### config.mk
export PLATFORM = sky130hd
export DESIGN_NAME = iq_gain_scaler
export DESIGN_NICKNAME = d
export VERILOG_FILES = /design/src/rtl/iqgs_pkg.sv /design/src/rtl/iqgs_fmt.sv /design/src/rtl/iqgs_lane.sv /design/src/rtl/iq_gain_scaler.sv
export SDC_FILE = /design/constraint.sdc
export NUM_CORES = 1
export LEC_CHECK = 0
export ABC_CLOCK_PERIOD_IN_PS = 4400
export BUFFER_PORTS_ARGS = -buffer_cell sky130_fd_sc_hd__buf_4
export CORE_MARGIN = 3
export CORE_UTILIZATION = 56
export DETAILED_ROUTE_END_ITERATION = 16
export PLACE_DENSITY_LB_ADDON = 0.15
export REMOVE_ABC_BUFFERS = 1
export SLEW_MARGIN = 20
export SYNTH_ARGS = -nofsm -noshare
export SYNTH_HDL_FRONTEND = slang
export SYNTH_HIERARCHICAL = 1
export SYNTH_SLANG_ARGS = --single-unit
export TNS_END_PERCENT = 10
### constraint.sdc
create_clock -name clk -period 4.4 [get_ports clk]
set_clock_uncertainty 0.15 [all_clocks]
set_input_delay 0.88 -clock clk [delete_from_list [all_inputs] [get_ports clk]]
set_output_delay 0.88 -clock clk [all_outputs]
set_load 0.01 [all_outputs]
### src/rtl/iqgs_pkg.sv
package iqgs_pkg;
    localparam int SAMPLE_W = 12;
    localparam int GAIN_W   = 5;
    localparam int FRAC_W   = 4;
    localparam int PIPE_LAT = 2;
endpackage

### src/rtl/iqgs_fmt.sv
module iqgs_fmt #(
    parameter int SW = 12
) (
    input  logic                 fmt_sb,
    input  logic [SW-1:0]        raw,
    output logic signed [SW-1:0] smp
);
    // Offset binary becomes two's complement when the top bit is flipped.
    always_comb begin
        if (fmt_sb) smp = $signed({~raw[SW-1], raw[SW-2:0]});
        else        smp = $signed(raw);
    end
endmodule

### src/rtl/iqgs_lane.sv
module iqgs_lane #(
    parameter int SW = 12,
    parameter int GW = 5,
    parameter int FW = 4
) (
    input  logic                 clk,
    input  logic                 rst_n,
    input  logic                 ld_mul,
    input  logic                 ld_out,
    input  logic signed [SW-1:0] smp,
    input  logic [GW-1:0]        gain,
    output logic signed [SW-1:0] y
);
    localparam int PW = SW + GW;
    localparam int EW = PW + 1;
    localparam logic signed [EW-1:0] HALF = EW'(1 << (FW - 1));
    localparam logic signed [EW-1:0] MAXV = EW'((1 << (SW - 1)) - 1);
    localparam logic signed [EW-1:0] MINV = -MAXV - EW'(1);

    logic signed [EW-1:0] a_ext, g_ext, mul_full;
    logic signed [PW-1:0] prod_q;
    logic signed [EW-1:0] rnd, shf;
    logic signed [SW-1:0] y_d;

    always_comb begin
        a_ext    = EW'(smp);
        g_ext    = $signed(EW'({1'b0, gain}));
        mul_full = a_ext * g_ext;
    end

    // Stage 1: the product.
    always_ff @(posedge clk) begin
        if (!rst_n)      prod_q <= '0;
        else if (ld_mul) prod_q <= mul_full[PW-1:0];
    end

    // Round half up, then clip to the sample range.
    always_comb begin
        rnd = EW'(prod_q) + HALF;
        shf = rnd >>> FW;
        if (shf > MAXV)      y_d = MAXV[SW-1:0];
        else if (shf < MINV) y_d = MINV[SW-1:0];
        else                 y_d = shf[SW-1:0];
    end

    // Stage 2: the output register.
    always_ff @(posedge clk) begin
        if (!rst_n)      y <= '0;
        else if (ld_out) y <= y_d;
    end

    a_r8_hold: assert property (@(posedge clk) disable iff (!rst_n)
        !ld_out |=> $stable(y));
endmodule

### src/rtl/iq_gain_scaler.sv
module iq_gain_scaler
    import iqgs_pkg::*;
#(
    parameter int SW = SAMPLE_W,
    parameter int GW = GAIN_W,
    parameter int FW = FRAC_W
) (
    input  logic          clk,
    input  logic          rst_n,
    input  logic          in_vld,
    input  logic [SW-1:0] in_i,
    input  logic [SW-1:0] in_q,
    input  logic [GW-1:0] gain,
    input  logic          fmt_sb,
    output logic          out_vld,
    output logic [SW-1:0] out_i,
    output logic [SW-1:0] out_q
);
    localparam int NCH = 2;
    localparam logic [GW-1:0] UNITY = GW'(1 << FW);

    logic [SW-1:0]        raw [NCH];
    logic signed [SW-1:0] smp [NCH];
    logic signed [SW-1:0] res [NCH];
    logic [PIPE_LAT-1:0]  vpipe;

    assign raw[0] = in_i;
    assign raw[1] = in_q;

    always_ff @(posedge clk) begin
        if (!rst_n) vpipe <= '0;
        else        vpipe <= {vpipe[PIPE_LAT-2:0], in_vld};
    end

    generate
        for (genvar c = 0; c < NCH; c++) begin : g_ch
            iqgs_fmt #(.SW(SW)) u_fmt (
                .fmt_sb (fmt_sb),
                .raw    (raw[c]),
                .smp    (smp[c])
            );
            iqgs_lane #(.SW(SW), .GW(GW), .FW(FW)) u_lane (
                .clk    (clk),
                .rst_n  (rst_n),
                .ld_mul (in_vld),
                .ld_out (vpipe[0]),
                .smp    (smp[c]),
                .gain   (gain),
                .y      (res[c])
            );
        end
    endgenerate

    assign out_vld = vpipe[PIPE_LAT-1];
    assign out_i   = res[0];
    assign out_q   = res[1];

    // Cycles since reset, for checking windows that reach back.
    logic [1:0] since_rst;
    always_ff @(posedge clk) begin
        if (!rst_n)                since_rst <= '0;
        else if (since_rst != 2'd3) since_rst <= since_rst + 2'd1;
    end

    a_r7_latency: assert property (@(posedge clk) disable iff (!rst_n)
        (since_rst >= 2'd2) |-> (out_vld == $past(in_vld, 2)));
    a_r2_mute: assert property (@(posedge clk) disable iff (!rst_n)
        (in_vld && gain == '0) |-> ##2 (out_i == '0 && out_q == '0));
    a_r2_unity: assert property (@(posedge clk) disable iff (!rst_n)
        (in_vld && gain == UNITY && !fmt_sb) |-> ##2
        (out_i == $past(in_i, 2) && out_q == $past(in_q, 2)));
    a_r6_sign_kept: assert property (@(posedge clk) disable iff (!rst_n)
        (in_vld && !fmt_sb && !in_i[SW-1]) |-> ##2 !out_i[SW-1]);
endmodule

==> metrics, run 1 <==
status complete, no violations; min Tclk post-route 4.37 ns; CP Cell Sequence buf_4 -> and2_1 -> fa_1 -> inv_1 -> fa_1 -> fa_1 -> inv_1 -> ha_1 -> and2_4 -> a221oi_2 -> a21oi_1 -> o31a_1 -> or3_1; Crit path arrival time 4.39 ns; RR Startpoint g_ch[1].u_lane/prod_q[4]; vias just under 6k; vias in the first global route 5,755; Clock Latency Late Sink 0.29 ns; top_reg_cell synth dfxtp_1; commonest cells in the netlist 130 x inv_1, 92 x and2_1, 72 x fa_1, 58 x ha_1, 54 x dfxtp_1; DR vias/cell 5.28; IO buf count 57; CP max-delay cell fa_1; Rows 40; Core Area 12,200 um^2; Layout area overhead 18.7%; fraction of the mapped netlist area in simple logic gates 0.219; WP data required around 4.4 ns; unrepaired setup endpoints after global routing yes; largest net degree at the start of global routing between 40 and 50; Cell variety after synth 66; Tcrit/Tclk final 0.994; Post-Route WL 15.4 mm; CP startpoint gain[2]; drt drc 0; root buffer cell clkbuf_16; Setup WS pre-CTS -0.438 ns; Final Max Slew Viols 0; number of DRC markers in iteration 0 262; Die H around 120 um; CP peak stage delay 0.55 ns; post-synthesis sequential area ratio 0.153; first-pass GRT wire length 26.4 mm; XOR/XNOR share of the synthesized area 0.0412; worst hold start g_ch[0].u_lane/y[11]; Adder-Cell Fraction of Synth Area 0.307; leakage power 3.97 nW; final setup violation count 0; maximum clock path buffer count 2; CTS tree built; top cell type's share of synthesized area 0.204; Starting Density 0.580; antenna cells 0; Setup crit start kind primary input; main combinational cell family by area after synthesis adder cells; CP endpoint kind flip-flop; GP Congestion 0.873; Post-Syn Area 7050 um^2; #FFs+latches synth 54; Final Util 0.688; die width 118 um; final setup margin 0.0265 ns; total track usage 0.220; Crit Path Max Fanout 8; I/O pin count 58; die area 14,000 um^2; relative slew slack 0.563; Worst Max-Slew Pin Slew 0.655 ns; CTS clk-pin slew, worst paths 0.07 ns; WL per Instance 13.9 um; leading area contributor after synthesis fa_1; H-tree depth 2; initial antenna violation count 0; mean post-synth cell area about 8.5 um^2; Cell Pwr Density 386 nW/um^2; Compound-Gate Fraction of Synth Area 0.159; mux cell area share after synthesis 0.00568; max_cap viols 0; total grt overflow 0; most used cell along the critical path fa_1; Tightest Hold Check Type flip-flop to flip-flop; worst vdd ir 0.186 mV; DRT Pass-1 Iters 5; layout cell share with drive strength beyond 1 0.203; FFs w/ async S/R, synth 0; endpoints failing hold 0; count leader, synth inv_1; Nets 1,097; WS Path Type primary input to flip-flop; Post-Synthesis Cells 827; top cells by area in the synthesized netlist fa_1 20%, dfxtp_1 15%, ha_1 10%, and2_1 8.2%, inv_1 6.9%; Post-synth EDFFs 0; total power 0.00323 W; antenna-violating nets left 0; hold_ws ~0.33 ns; Fmax achieved between 200 and 250 MHz; CTS Sinks 54; post-DP HPWL 13.1 mm; CTS Buf Count 5; YS warnings 6
## area by class of cell
type                       instances  area (um^2)
multi-input combinational        594         5300
timing repair buffer             149         1120
clock inverter                     2         37.5
sequential                        54         1080
clock buffer                       6          129
tap                              168          210
fill                            1029         3790
inverter                         130          488
## power by group
part	switching [W]	internal, W	leakage [nW]	total [W]
Clock	0.000166	0.000268	0.0771	0.000434
Sequential	0.000127	0.000592	0.446	0.000719
Combinational	0.00107	0.00100	3.45	0.00207
Total	0.00136	0.00186	3.97	0.00323
## worst paths after layout
path | end | slack, ns | cells past startpoint
max | g_ch[0].u_lane/prod_q[14] | 0.03 | 13
min reg2reg | g_ch[0].u_lane/y[11] | 0.33 | 2
min | g_ch[0].u_lane/y[11] | 0.33 | 2
max reg2reg | g_ch[1].u_lane/y[1] | 1.97 | 6
## state kept, by name (all words and copies together) (netlist names)
name                count
g_ch.u_lane/y          24
g_ch.u_lane/prod_q     28
vpipe                   2
## per-layer routing
metal	share of wire	global-route usage	vias to the layer above
met5	0	0	-
met4	0.014	0.0425	0
met3	0.039	0.0234	18
met2	0.46	0.360	125
met1	0.48	0.318	2725
li1	-	-	2961
## critical path: cells and delay by family
| family | cells | cell delay (ns) |
|---|---|---|
| AOI/OAI and AO/OA | 3 | 0.69 |
| adders and majority gates | 4 | 1.88 |
| buffers and inverters | 3 | 0.24 |
| and+or+nand+nor | 3 | 0.70 |
## cell usage in the layout, fill, tap and decap left out, types with 7 or more instances in the layout
master	n
xnor2_1	8
nor3_1	14
o211ai_1	8
a31oi_1	8
o221a_1	20
fa_1	72
a21o_1	9
nand3_1	25
and3_1	7
o21ai_0	13
nand2_1	48
inv_1	130
nor2b_1	7
dfxtp_1	54
ha_1	56
nor2_1	46
o21a_1	14
and2_1	92
buf_4	148
a21oi_1	25
xor2_1	18
nand4_1	9
## through the flow
step | setup TNS [ns] | instances | area [um^2]
floorplan | -0.221 | 778 | 6730
global placement | -3.18 | 1094 | 8050
detailed placement | -4.23 | 1094 | 8050
CTS | 0 | 1102 | 8240
global route | -0.326 | 1103 | 8370
finish | 0 | 1103 | 8370
## cells by family after synthesis
group,count (synthesis)
AO/OA/AOI/OAI,147
flip-flops,54
buffers and inverters,179
adder cells (fa/ha/maj),130
XOR/XNOR,30
AND/OR/NAND/NOR,283
multiplexers,4
## repair_timing
item,in CTS,in global routing
resized for setup,6,24
endpoints found under the setup margin,6,13
setup buffers,0,1
pin swaps,0,5
hold buffers,0,0
Power figures use the tool's default switching activity.
==> run 2: changes to the inputs <==
--- a/config.mk
+++ b/config.mk
@@ -5,10 +5,11 @@
 export SDC_FILE = /design/constraint.sdc
 export NUM_CORES = 1
 export LEC_CHECK = 0
-export ABC_CLOCK_PERIOD_IN_PS = 4400
+export ABC_CLOCK_PERIOD_IN_PS = 4800
 export BUFFER_PORTS_ARGS = -buffer_cell sky130_fd_sc_hd__buf_4
+export CORE_ASPECT_RATIO = 1.75
 export CORE_MARGIN = 3
-export CORE_UTILIZATION = 56
+export CORE_UTILIZATION = 57
 export DETAILED_ROUTE_END_ITERATION = 16
 export PLACE_DENSITY_LB_ADDON = 0.15
 export REMOVE_ABC_BUFFERS = 1
==> constraint.sdc (replaced) <==
create_clock -name clk -period 4.8 [get_ports clk]
set_clock_uncertainty 0.15 [all_clocks]
set_input_delay 0.96 -clock clk [delete_from_list [all_inputs] [get_ports clk]]
set_output_delay 0.96 -clock clk [all_outputs]
set_load 0.01 [all_outputs]
==> run 2 against run 1 <==
Effect of this change: combinational power shrank 20%; register-to-register slack gained 0.44 ns; non-clock buffer count shrank 50; critical path depth is the same; hold slack gained 0.0047 ns; first-iteration DRC count shrank 1.9%; largest cell class unchanged; largest power group unchanged; highest routed layer unchanged.
==> metrics, run 2 (synthesized netlist as in run 1, its figures left out) <==
die width 90.1 um (was 118 um); r2r setup slk 2.41 ns (was 1.97 ns); Cell Pwr Density 346 nW/um^2 (was 386 nW/um^2); max FFs per register 28 (unchanged); Layout area overhead 11.3% (was 18.7%); first-pass GRT wire length 25.5 mm (was 26.4 mm); CTS tree built (unchanged); Reg2Reg Depth 6 (unchanged); Worst R2R End g_ch[1].u_lane/y[6] (was g_ch[1].u_lane/y[1]); post-DP HPWL 12.1 mm (was 13.1 mm); Fmax achieved approximately 220 MHz; biggest regs g_ch.u_lane/prod_q x28, g_ch.u_lane/y x24, vpipe x2 (unchanged); RR Startpoint g_ch[1].u_lane/prod_q[3] (was g_ch[1].u_lane/prod_q[4]); vias in the first global route 5,888 (was 5,755); Starting Density 0.584 (was 0.580); I/O pin count 58 (unchanged); drt drc 0 (unchanged); maximum clock path buffer count 2 (unchanged); Nets 1,047 (was 1,097); layout cell share with drive strength beyond 1 0.137 (was 0.203); Gates resized, CTS repair 0 (was 6); Final Max Slew Viols 0 (unchanged); CP endpoint kind flip-flop (unchanged); DRT Pass-1 Iters 4 (was 5); Setup crit start kind primary input (unchanged); leakage power 3.73 nW (was 3.97 nW); min Tclk post-route around 4.5 ns; antenna cells 0 (unchanged); Tightest Hold Check Type flip-flop to flip-flop (unchanged); Reg with most FFs g_ch.u_lane/prod_q (unchanged); Die H 153 um (was 118 um); Worst Max-Slew Pin Slew 0.692 ns (was 0.655 ns); worst vdd ir 0.175 mV (was 0.186 mV); DR vias/cell 5.44 (was 5.28); Tcrit/Tclk final 0.946; WL per Instance 13.6 um (was 13.9 um); worst hold start g_ch[1].u_lane/y[11] (was g_ch[0].u_lane/y[11]); Core Area 12,100 um^2 (was 12,200 um^2); die area 13,800 um^2 (was 14,000 um^2); hold_buf cts 0 (unchanged); Final Util 0.650 (was 0.688); max_cap viols 0 (unchanged); Clock Latency Late Sink 0.29 ns (about the same); initial antenna violation count 0 (unchanged); vias 5,708 (was 5,829); Post-Route WL 14.3 mm (was 15.4 mm); Post-CTS Setup Inserts 0 (unchanged); H-tree depth 2 (unchanged); Crit Path Max Fanout 7 (was 8); final setup violation count 0 (unchanged); CP startpoint gain[2] (unchanged); unrepaired setup endpoints after global routing no (was yes); most frequent cells in the layout 130 x inv_1, 99 x buf_4, 92 x and2_1 (was 148 x buf_4, 130 x inv_1, 92 x and2_1); CTS Sinks 54 (unchanged); IO buf count 57 (unchanged); status complete, no violations (unchanged); total grt overflow 0 (unchanged); commonest non-fill, non-tap cell in the layout inv_1 (was buf_4); WS Path Type primary input to flip-flop (unchanged); Rows 53 (was 40); Crit path arrival time 4.57 ns (was 4.39 ns); CTS Buf Count 5 (unchanged); total track usage 0.213 (was 0.220); endpoints failing hold 0 (unchanged); CTS clk-pin slew, worst paths 0.07 ns (about the same); root buffer cell clkbuf_16 (unchanged); relative slew slack 0.539 (was 0.563); Worst setup endpoint g_ch[0].u_lane/prod_q[14] (unchanged); antenna-violating nets left 0 (unchanged); number of DRC markers in iteration 0 257 (was 262); GP Congestion 0.815 (was 0.873); largest net degree at the start of global routing 42 (unchanged); WP data required 4.83 ns (was 4.42 ns); setup total negative slack 0 ns (unchanged)
[run 2: changes by cell type in the layout (fill, tap and decap cells not counted), sizes merged]
cell,change
buf,-50
clkinvlp,-1
[run 2: how the worst min path moves through the flow]
stage | endpoint | slack [ns] | cells past startpoint
after detailed placement | g_ch[1].u_lane/y[11] | 0.32 | 2
after CTS | g_ch[1].u_lane/y[11] | 0.33 | 2
after global routing | g_ch[1].u_lane/y[11] | 0.36 | 2
final | g_ch[1].u_lane/y[11] | 0.33 | 2
after global placement | g_ch[0].u_lane/y[11] | 0.31 | 2
after floorplan | g_ch[1].u_lane/prod_q[4] | 0.33 | 2
[run 2: metrics by stage]
step	setup WS, ns	area (um^2)	hold WS (ns)	instances	total power (W)
final	0.258	7850	0.335	1049	0.00272
after global routing	0.0490	7850	0.363	1049	0.00299
after CTS	0.263	7850	0.332	1049	0.00273
after detailed placement	-0.0368	7680	0.321	1042	0.00231
after global placement	-0.00442	7680	0.307	1042	0.00226
after floorplan	0.235	6730	0.331	778	0.00179
[run 2: critical path: stages]
cell and delay (ns):
buf_4 0.14, and2_1 0.16, fa_1 0.53, inv_1 0.05, fa_1 0.46, fa_1 0.54, inv_1 0.04, ha_1 0.32
and2_4 0.17, a221oi_1 0.35, a21oi_1 0.19, o31a_1 0.30, or3_1 0.36
[run 2: report_power, final]
part | internal (W) | switching, W
sequential | 0.000543 | 0.000116
clock | 0.000257 | 0.000150
combinational | 0.000786 | 0.000864
[run 2: cell type report]
type / count / area [um^2]
Sequential cell: 54 / 1080
Timing Repair Buffer: 99 / 743
Clock buffer: 6 / 139
Inverter: 130 / 488
Multi-Input combinational cell: 594 / 5160
Clock inverter: 1 / 30.0
Fill cell: 1064 / 4220
Tap cell: 165 / 206
[run 2: layer usage]
metal	GRT usage	routed length, um	vias to the layer above	share of wire
met5	0	0	-	0
met4	0.0614	232	0	0.016
met3	0.0217	458	18	0.032
met2	0.394	7410	112	0.52
met1	0.259	6200	2719	0.43
li1	-	-	2859	-
==> run 3: changes to the inputs <==
--- a/config.mk
+++ b/config.mk
@@ -6,11 +6,11 @@
 export NUM_CORES = 1
 export LEC_CHECK = 0
 export ABC_CLOCK_PERIOD_IN_PS = 4800
-export BUFFER_PORTS_ARGS = -buffer_cell sky130_fd_sc_hd__buf_4
 export CORE_ASPECT_RATIO = 1.75
 export CORE_MARGIN = 3
 export CORE_UTILIZATION = 57
 export DETAILED_ROUTE_END_ITERATION = 16
+export DONT_BUFFER_PORTS = 1
 export PLACE_DENSITY_LB_ADDON = 0.15
 export REMOVE_ABC_BUFFERS = 1
 export SLEW_MARGIN = 20
==> run 3 against run 2 <==
Effect of this change: setup slack improved by 0.13 ns; wire length decreased by 4.2%; hold slack improved by 0.034 ns; critical path depth decreased by 1; total power decreased by 9.1%; sequential power increased by 2%; clock power decreased by 14%; largest cell class unchanged; clock-buffer cell count decreased by 1; flip-flop and latch count unchanged; cell count decreased by 8.2%.
==> metrics, run 3 (synthesized netlist as in run 1, its figures left out) <==
WL per Instance 14.2 um (was 13.6 um); CP peak stage delay 0.54 ns (about the same); hold_buf cts 0 (unchanged); endpoints failing hold 0 (unchanged); met3 GRT Util 0.0350 (was 0.0217); Global Route met1 Usage 0.264 (was 0.259); total grt overflow 0 (unchanged); drt drc 0 (unchanged); largest net degree at the start of global routing 42 (unchanged); Reg with most FFs g_ch.u_lane/prod_q (unchanged); worst vdd ir 0.143 mV (was 0.175 mV); Cell Pwr Density 344 nW/um^2 (was 346 nW/um^2); vias 5,402 (was 5,708); CP max-delay cell fa_1 (unchanged); Post-Route WL 13.7 mm (was 14.3 mm); biggest regs g_ch.u_lane/prod_q x28, g_ch.u_lane/y x24, vpipe x2 (unchanged); leakage power 3.29 nW (was 3.73 nW); Layout area overhead 1.72% (was 11.3%); GP Congestion 0.817 (was 0.815); IO buf count 0 (was 57); Die H 153 um (unchanged); Worst Max-Slew Pin Slew 0.656 ns (was 0.692 ns); hold_ws 0.368 ns (was 0.335 ns); post-DP HPWL 11.3 mm (was 12.1 mm); min Tclk post-route 4.41 ns (was 4.54 ns); setup total negative slack 0 ns (unchanged); met2 Use GR 0.365 (was 0.394); WS Path Type primary input to flip-flop (unchanged); total power 0.00247 W (was 0.00272 W); Nets 960 (was 1,047); Tightest Hold Check Type flip-flop to flip-flop (unchanged); Final Util 0.594 (was 0.650); max_cap viols 0 (unchanged); DRT Pass-1 Iters 5 (was 4); antenna cells 0 (unchanged); vias in the first global route 5,556 (was 5,888); CP endpoint kind flip-flop (unchanged); Post-CTS Setup Inserts 0 (unchanged); CTS Buf Count 5 (unchanged); Final Max Slew Viols 0 (unchanged); layout cell share with drive strength beyond 1 0.0439 (was 0.137); Crit Path Max Fanout 5 (was 7); Tcrit/Tclk final 0.919 (was 0.946); Most Used Layer, Global Route met2 (unchanged); Setup WS pre-CTS 0.0906 ns (was -0.0368 ns); CP Cell Sequence and2_1 -> fa_1 -> inv_1 -> fa_1 -> fa_1 -> inv_1 -> ha_1 -> and2_4 -> a221oi_1 -> a21oi_1 -> o31a_1 -> or3_1 (was buf_4 -> and2_1 -> fa_1 -> inv_1 -> fa_1 -> fa_1 -> inv_1 -> ha_1 -> and2_4 -> a221oi_1 -> a21oi_1 -> o31a_1 -> or3_1); commonest non-fill, non-tap cell in the layout inv_1 (unchanged); final setup margin 0.389 ns (was 0.258 ns); Fmax achieved 227 MHz (was 220 MHz); most used cell along the critical path fa_1 (unchanged); Setup crit start kind primary input (unchanged); most frequent cells in the layout 130 x inv_1, 92 x and2_1, 72 x fa_1 (was 130 x inv_1, 99 x buf_4, 92 x and2_1); Clock Latency Late Sink 0.29 ns (about the same); maximum clock path buffer count 2 (unchanged); total track usage 0.208 (was 0.213); I/O pin count 58 (unchanged); max FFs per register 28 (unchanged); Core Area 12,100 um^2 (unchanged); number of DRC markers in iteration 0 335 (was 257); initial antenna violation count 0 (unchanged); unrepaired setup endpoints after global routing no (unchanged); Rows 53 (unchanged); first-pass GRT wire length 24.8 mm (was 25.5 mm); final setup violation count 0 (unchanged); die width 90.1 um (unchanged); Starting Density 0.584 (unchanged); CTS clk-pin slew, worst paths 0.07 ns (about the same); CTS tree built (unchanged); antenna-violating nets left 0 (unchanged); H-tree depth 2 (unchanged); relative slew slack 0.563 (was 0.539); root buffer cell clkbuf_16 (unchanged); DR vias/cell 5.61 (was 5.44); Crit path arrival time 4.44 ns (was 4.57 ns); CTS Sinks 54 (unchanged); die area 13,800 um^2 (unchanged); status complete, no violations (unchanged); WP data required 4.83 ns (about the same); Gates resized, CTS repair 0 (unchanged)
## run 3: per-layer routing
| layer | vias up | routed length [um] |
|---|---|---|
| met4 | 0 | 158 |
| met3 | 11 | 509 |
| met5 | - | 0 |
| li1 | 2702 | - |
| met1 | 2569 | 6180 |
| met2 | 120 | 6850 |
## run 3: final timing paths
check / startpoint / endpoint / slack (ns) / cells past startpoint
setup / recovery: in_i[5] / g_ch[0].u_lane/prod_q[14] / 0.39 / 12
hold / removal: g_ch[0].u_lane/prod_q[4] / g_ch[0].u_lane/prod_q[4] / 0.37 / 2
setup reg to reg: g_ch[1].u_lane/prod_q[3] / g_ch[1].u_lane/y[5] / 2.40 / 6
hold reg to reg: g_ch[0].u_lane/prod_q[4] / g_ch[0].u_lane/prod_q[4] / 0.37 / 2
## run 3: power breakdown
group          switching (W)  leakage (nW)  internal [W]  total (W)
combinational       0.000797          2.77      0.000651    0.00145
sequential          0.000127         0.446      0.000543   0.000669
clock               0.000157        0.0698      0.000193   0.000351
total                0.00108          3.29       0.00139    0.00247
## run 3: cell type report
class	count	area (um^2)
Tap cell	165	206
Timing Repair Buffer	12	90.1
Multi-Input combinational cell	594	5160
Sequential cell	54	1080
Inverter	130	488
Clock buffer	5	125
Clock inverter	3	21.3
Fill cell	1104	4900
## run 3: worst max-delay path: cells and delay by family
family	cells	cell delay, ns
AOI/OAI and AO/OA	3	0.82
adders and majority gates	4	1.87
buffers and inverters	2	0.09
and+or+nand+nor	3	0.69
## run 3: stage by stage
step	cells	area, um^2
6_report	963	7170
4_1_cts	963	7170
3_5_place_dp	955	7020
2_1_floorplan	778	6730
5_1_grt	963	7170
3_3_place_gp	955	7020
